**src/rtl/pair_multiplier.sv**
```systemverilog
module pair_multiplier (
  input  logic        clk,
  input  logic        rst_n,
  input  logic        op_valid,
  input  logic [7:0]  op_byte,
  output logic [1:0]  pair_sel,
  input  logic [15:0] pair_rdata,
  output logic        pair_we,
  output logic [15:0] pair_wdata,
  output logic        busy,
  output logic        done
);

  localparam logic [7:0] PREFIX = 8'hED;

  typedef enum logic [2:0] {S_IDLE, S_PFX, S_LOAD, S_MUL, S_WB} state_t;

  state_t      state;
  logic [1:0]  sel_q;
  logic [7:0]  a_q, b_q;
  logic [15:0] acc;
  logic [2:0]  cnt;

  wire match = (op_byte[7:6] == 2'b01) && (op_byte[3:0] == 4'b1100);
  wire [15:0] partial = b_q[cnt] ? ({8'h00, a_q} << cnt) : 16'h0000;

  always_ff @(posedge clk) begin
    if (!rst_n) begin
      state <= S_IDLE;
      sel_q <= 2'd0;
      a_q   <= 8'd0;
      b_q   <= 8'd0;
      acc   <= 16'd0;
      cnt   <= 3'd0;
    end else begin
      case (state)
        S_IDLE: if (op_valid && op_byte == PREFIX) state <= S_PFX;
        S_PFX: if (op_valid) begin
          if (match) begin
            sel_q <= op_byte[5:4];
            state <= S_LOAD;
          end else begin
            state <= S_IDLE;
          end
        end
        S_LOAD: begin
          a_q   <= pair_rdata[15:8];
          b_q   <= pair_rdata[7:0];
          acc   <= 16'd0;
          cnt   <= 3'd0;
          state <= S_MUL;
        end
        S_MUL: begin
          acc <= acc + partial;
          cnt <= cnt + 3'd1;
          if (cnt == 3'd7) state <= S_WB;
        end
        default: state <= S_IDLE;
      endcase
    end
  end

  assign pair_sel   = sel_q;
  assign pair_wdata = acc;
  assign pair_we    = (state == S_WB);
  assign done       = (state == S_WB);
  assign busy       = (state == S_LOAD) || (state == S_MUL) || (state == S_WB);

  assert_product_R3: assert property (@(posedge clk) disable iff (!rst_n)
    done |-> pair_wdata == ({8'h00, a_q} * {8'h00, b_q}));

  assert_done_single_R9: assert property (@(posedge clk) disable iff (!rst_n)
    done |=> !done);

  assert_start_needs_byte_R2: assert property (@(posedge clk) disable iff (!rst_n)
    $rose(busy) |-> $past(op_valid));

  assert_busy_hold_R5: assert property (@(posedge clk) disable iff (!rst_n)
    busy && !done |=> busy);

  assert_sel_stable_R7: assert property (@(posedge clk) disable iff (!rst_n)
    busy && !done |=> $stable(pair_sel));

endmodule

```
**config.mk**
```make
export PLATFORM = sky130hd
export DESIGN_NAME = pair_multiplier
export DESIGN_NICKNAME = d
export VERILOG_FILES = /design/src/rtl/pair_multiplier.sv
export SDC_FILE = /design/constraint.sdc
export NUM_CORES = 1
export LEC_CHECK = 0
export BUFFER_PORTS_ARGS = -buffer_cell sky130_fd_sc_hd__buf_2
export CAP_MARGIN = 5
export CORE_ASPECT_RATIO = 0.9
export CORE_MARGIN = 8
export CORE_UTILIZATION = 25
export CTS_BUF_LIST = sky130_fd_sc_hd__clkbuf_8 sky130_fd_sc_hd__clkbuf_16
export CTS_CLUSTER_DIAMETER = 200
export DETAILED_ROUTE_END_ITERATION = 16
export PLACE_DENSITY_LB_ADDON = 0.25
export SYNTH_ARGS = -nofsm -noshare
export SYNTH_HDL_FRONTEND = slang
export SYNTH_SLANG_ARGS = --single-unit
```
**constraint.sdc**
```tcl
create_clock -name clk -period 9.5 [get_ports clk]
set_clock_uncertainty 0.15 [all_clocks]
set_input_delay 1.9 -clock clk [delete_from_list [all_inputs] [get_ports clk]]
set_output_delay 1.9 -clock clk [all_outputs]
set_load 0.02 [all_outputs]
```
# After elaboration in Yosys (flattened, before gate mapping)
# Index checks and enable logic that the tools add are counted.
[word_totals]
romBits = 0
n_memories = 0
word_cells = 39
ff_bits = 40
output_inout_bits = 21
ram_bits = 0
in_bits = 27
latch_bits = 0
[classes]
shifts = 1
n_eq_ne = 11
n_div = 0
n_bitwise = 0
n_reduce_logical = 8
mul = 0
n_lt_le_gt_ge = 1
addsub = 2
n_mux = 10
[ops]
columns = ["operator", "count"]
rows = [
  ["16-bit one-hot mux with 2 select lines", 1],
  ["16-bit adder", 1],
  ["16-bit 2-to-1 mux", 1],
  ["8-bit by 3-bit << shifter with 16-bit output", 1],
  ["3-bit one-hot mux with 4 select lines", 1],
  ["3-bit 2-to-1 mux", 3],
  ["8-bit equality test (second input constant)", 1],
  ["3-bit by 2-bit equality test with 1-bit output (second input constant)", 2],
  ["3-bit equality test (second input constant)", 2],
  ["2-bit inequality test (second input constant)", 3],
  ["3-bit one-hot mux with 2 select lines", 1],
  ["3-bit AND reduction", 2],
  ["4-bit equality test (second input constant)", 1],
  ["3-bit by 4-bit < comparator with 1-bit output (second input constant)", 1],
  ["3-bit by 1-bit adder with 3-bit output (second input constant)", 1],
  ["1-bit binary-select mux with 3-bit select", 1],
  ["3-bit by 1-bit equality test with 1-bit output (second input constant)", 1],
  ["3-bit logical NOT", 1],
  ["2-bit by 1-bit equality test with 1-bit output (second input constant)", 1],
  ["1-bit logical AND", 2],
  ["1-bit logical OR", 2],
  ["2-bit 2-to-1 mux", 1],
  ["2-bit nonzero test", 1],
  ["1-bit 2-to-1 mux", 1],
]

# Depth between registers and ports, before layout
[depth]
word_depth = 5
depth_mapped = 13
depth_no_buf = 11

# Worst setup path before layout
# No wires, ideal clock.
[synth_path]
kind = "register -> output"
from = "register state[0]"
to = "output port busy"
arrival_time_ns = 1.323
stages_incl_launch_ff = 4
setup_slack_ns = 6.127
required_ns = 7.450
n_path_buf = 1
path_cell_list = "dfxtp_1 > buf_2 > nor3_1 > nand2b_1"
[synth_lines]
columns = ["item", "line_no", "text"]
rows = [
  ["start, declared", "18", "state_t state;"],
  ["start signal, assigned", "29", "state <= S_IDLE;"],
  ["start signal, assigned", "37", "S_IDLE: if (op_valid && op_byte == PREFIX) state <= S_PFX;"],
  ["start signal, assigned", "41", "state <= S_LOAD;"],
  ["3-bit equality test", "--", ""],
  ["net done", "11", "output logic done"],
  ["1-bit logical OR", "67", "assign busy = (state == S_LOAD) || (state == S_MUL) || (state == S_WB);"],
  ["end, declared", "10", "output logic busy,"],
]
# The timed path passes the listed nets, and every way through them passes these cells.

# Worst setup path in the final report
[layout_path]
from = "register cnt[0]"
to = "register acc[7] (netlist: pair_wdata[7])"
[layout_via]
elab_chain_len = 5
[layout_rtl]
columns = ["item", "line_no", "text"]
rows = [
  ["start, declared", "22", "logic [2:0] cnt;"],
  ["start signal, assigned", "55", "cnt <= cnt + 3'd1;"],
  ["1-bit binary-select mux with 3-bit select", "25", "wire [15:0] partial = b_q[cnt] ? ({8'h00, a_q} << cnt) : 16'h0000;"],
  ["1-bit 2-to-1 mux (not written as such)", "25", ""],
  ["16-bit 2-to-1 mux *", "25", ""],
  ["16-bit adder *", "54", "acc <= acc + partial;"],
  ["16-bit one-hot mux with 2 select lines *", "36", "case (state)"],
  ["end signal, assigned", "54", ""],
  ["end, declared", "21", "logic [15:0] acc;"],
]
# Mark *: on every way between the ends. The rest lies on a longest branch, timed or not. The select of a mux whose other input is x is not followed.
# A chain may end at the register's enable or synchronous reset.

==> results.cfg <==
[worst_hold_path]
min_to = pair_sel[0]
hp-class = reg2reg
min-delay-start = pair_sel[0]
min_delay_path_depth = 2

[placement]
gp_congestion = 0.816
dpl.hpwl_um = 5860
port_buffers = 47
pre_cts_ws_ns = 5.72
dp.cells = 505

[synthesis]
synth_edf_count = 0
synth_warnings = 0
yosys.area.top_type = dfxtp_1
postSynthCellCount = 344
async_flop_share = 0
synth_area_leaders = dfxtp_1 30%, nand2_1 8.8%, a21oi_1 8.0%
ys_seq_elements = 40
ys_types = 48
synth_fp_nets = 389
synth_flop_cell = dfxtp_1
syn-cell-area_um2 = 2680
seq_area_frac_synth = 0.298
synth_top_area_share = 0.298
avgSynthCellArea_um2 = 7.80

[die]
ios = 48
die_area_um2 = 14300
dieHeight_um = 114
die_w_um = 125
start_util = 0.252
placement_rows = 36
core_um2 = 10600

[cts]
hold_buffers = 0
cts_tree = built
post_cts_resized = 0
cts_sinks = 40
cts_setup_buffers = 0
cts_made_buffers = 5
cts.clk_slew.worst_paths_ns = 0.06
htree_levels = 2
cts_max_path_buffers = 2
cts_root_buf = clkbuf_16
clk_latency_ns = 0.28

[sta]
final.min_clock_period_ns = 3.78
tightest_slew_ns = 1.14
tns_ns = 0
period_share = 0.398
rsz0062_at_grt = no
fin_ws_ns = 5.72
fmax_mhz = 264
hold_viol = 0
finalMaxSlewViolations = 0
slew_headroom = 0.239
setup_viol = 0

[setup_path]
r2r_end = pair_wdata[7]
cpPeakStageDelay_ns = 0.78
rr_startpoint = cnt[0]
crit_type = reg2reg
cp.required_ns = 9.52
path_delay_family = compound AO/OA/AOI/OAI gates
path_max_fanout = 19
path_buf_inv = 0
cp_data_arrival_time_ns = 3.80
r2r_cells = 10
path_cells = mux4_2, nand2_1, and2_1, nor2_1, ha_1, a21o_2, a31oi_4, a21oi_1, or3_1, a32o_1
startpoint_type = flop
critical-path-slowest-cell = dfxtp_1
crit_path_end_kind = flop
rrSetupSlack_ns = 5.72

[routing]
wirelength_um = 7420
drt-initial-drc-count = 115
num_vias = 2533
first_pass_iters = 4
wl_per_cell_um = 14.5
via_per_inst = 4.94
ant_nets = 0
drc_errors = 0

[global_route]
overflow = 0
grt_pass1_wl_um = 12300
grt_pass1_vias = 2555
grt_use_total = 0.105
grt_max_degree = 31
antenna_found_initial = 0

[power]
power.leakage_nw = 1.24
vdd_drop_max_mv = 0.0686
p_per_area_nw_per_um2 = 121

[final_layout]
fill_cells = 1174
seqCellArea_um2 = 801
drive_above_1_share = 0.189
syn2layout_area_growth_pct = 18.4
stdcell_count = 513
diodes = 0
multi_input_area_um2 = 1760
nets = 424

[job]
drv_cap = 0

[run_status]
status = finished clean
[worst max path at each step]
stage                     depth (start not counted)             to  startpoint  slack, ns
after floorplan                                   3           busy    state[0]       6.13
after global placement                            4  pair_wdata[7]       rst_n       5.78
after detailed placement                         10  pair_wdata[7]      cnt[0]       5.72
after CTS                                        10  pair_wdata[7]      cnt[0]       5.72
after global routing                             10  pair_wdata[7]      cnt[0]       5.46
final                                            10  pair_wdata[7]      cnt[0]       5.72
[where the power goes]
group / switching [mW] / internal [mW] / total, mW / leakage, nW
combinational: 0.00696 / 0.00558 / 0.0125 / 0.834
clock: 0.0718 / 0.132 / 0.204 / 0.0871
sequential: 0.000887 / 0.168 / 0.169 / 0.322
[worst register-to-register path, delay by kind of cell (launching register included)]
kind / cells / cell delay, ns
AO/OA/AOI/OAI: 4 / 0.90
AND/OR/NAND/NOR: 4 / 0.84
flip-flops: 1 / 0.78
multiplexers: 1 / 0.61
adder cells (fa/ha/maj): 1 / 0.38
[logic make-up after synthesis]
family          after synthesis  share of synthesized area
xor+xnor                      2                    0.00653
flops                        40                      0.298
buf+inv                      27                     0.0443
fa+ha+maj                    18                     0.0867
simple gates                144                      0.250
compound gates               97                      0.243
mux                          16                     0.0713
[cell usage in the layout (no fill, tap or decap), types with 4 or more instances in the layout]
cell type	instances
a211oi_1	4
o21ai_0	10
a21o_1	10
a31oi_1	4
clkbuf_16	5
inv_1	7
or3_1	8
ha_1	17
nand3_1	12
nor3_1	6
a32o_1	5
nor2b_1	6
nand2_1	63
buf_2	47
nand4_1	6
a21oi_1	43
nand2b_1	4
dfxtp_1	40
mux2i_1	9
nor2_1	27
mux2_2	5
o21a_1	4
[layout make-up]
class / instances / area share
multi-input combinational: 277 / 0.555
sequential: 40 / 0.252
timing repair buffer: 48 / 0.0764
tap: 133 / 0.0524
clock buffer: 6 / 0.0437
clock inverter: 2 / 0.0122
inverter: 7 / 0.00827
[through the flow]
step / area [um2] / power, mW / hold WS (ns) / utilization
detailed placement: 3000 / 0.186 / 0.298 / 0.282
global placement: 3000 / 0.185 / 0.293 / 0.282
finish: 3180 / 0.385 / 0.301 / 0.299
global route: 3180 / 0.398 / 0.324 / 0.299
floorplan: 2680 / 0.178 / 0.283 / -
CTS: 3180 / 0.391 / 0.308 / 0.299
[flip-flops by register name, summed over array words and instances (netlist names)]
name,flops
b_q,8
state,3
pair_sel,2
cnt,3
a_q,8
pair_wdata,16
[synthesized netlist by cell type, types with 5 or more instances]
library cell	count
a21o_1	10
a21oi_1	43
a32o_1	5
buf_2	8
clkbuf_1	10
dfxtp_1	40
ha_1	17
inv_1	7
mux2_2	5
mux2i_1	9
nand2_1	63
nand3_1	12
nand4_1	6
nor2_1	27
nor2b_1	6
nor3_1	6
o21ai_0	10
or3_1	8
[layer usage]
| metal | wire length (um) | global-route usage | part of all wire | vias up |
|---|---|---|---|---|
| met1 | 3740 | 0.134 | 0.50 | 1156 |
| met5 | 0 | 0 | 0 | - |
| met3 | 292 | 0.0275 | 0.039 | 10 |
| met4 | 144 | 0.0381 | 0.019 | 0 |
| met2 | 3240 | 0.167 | 0.44 | 48 |
| li1 | - | - | - | 1319 |
Power figures use the tool's default switching activity.
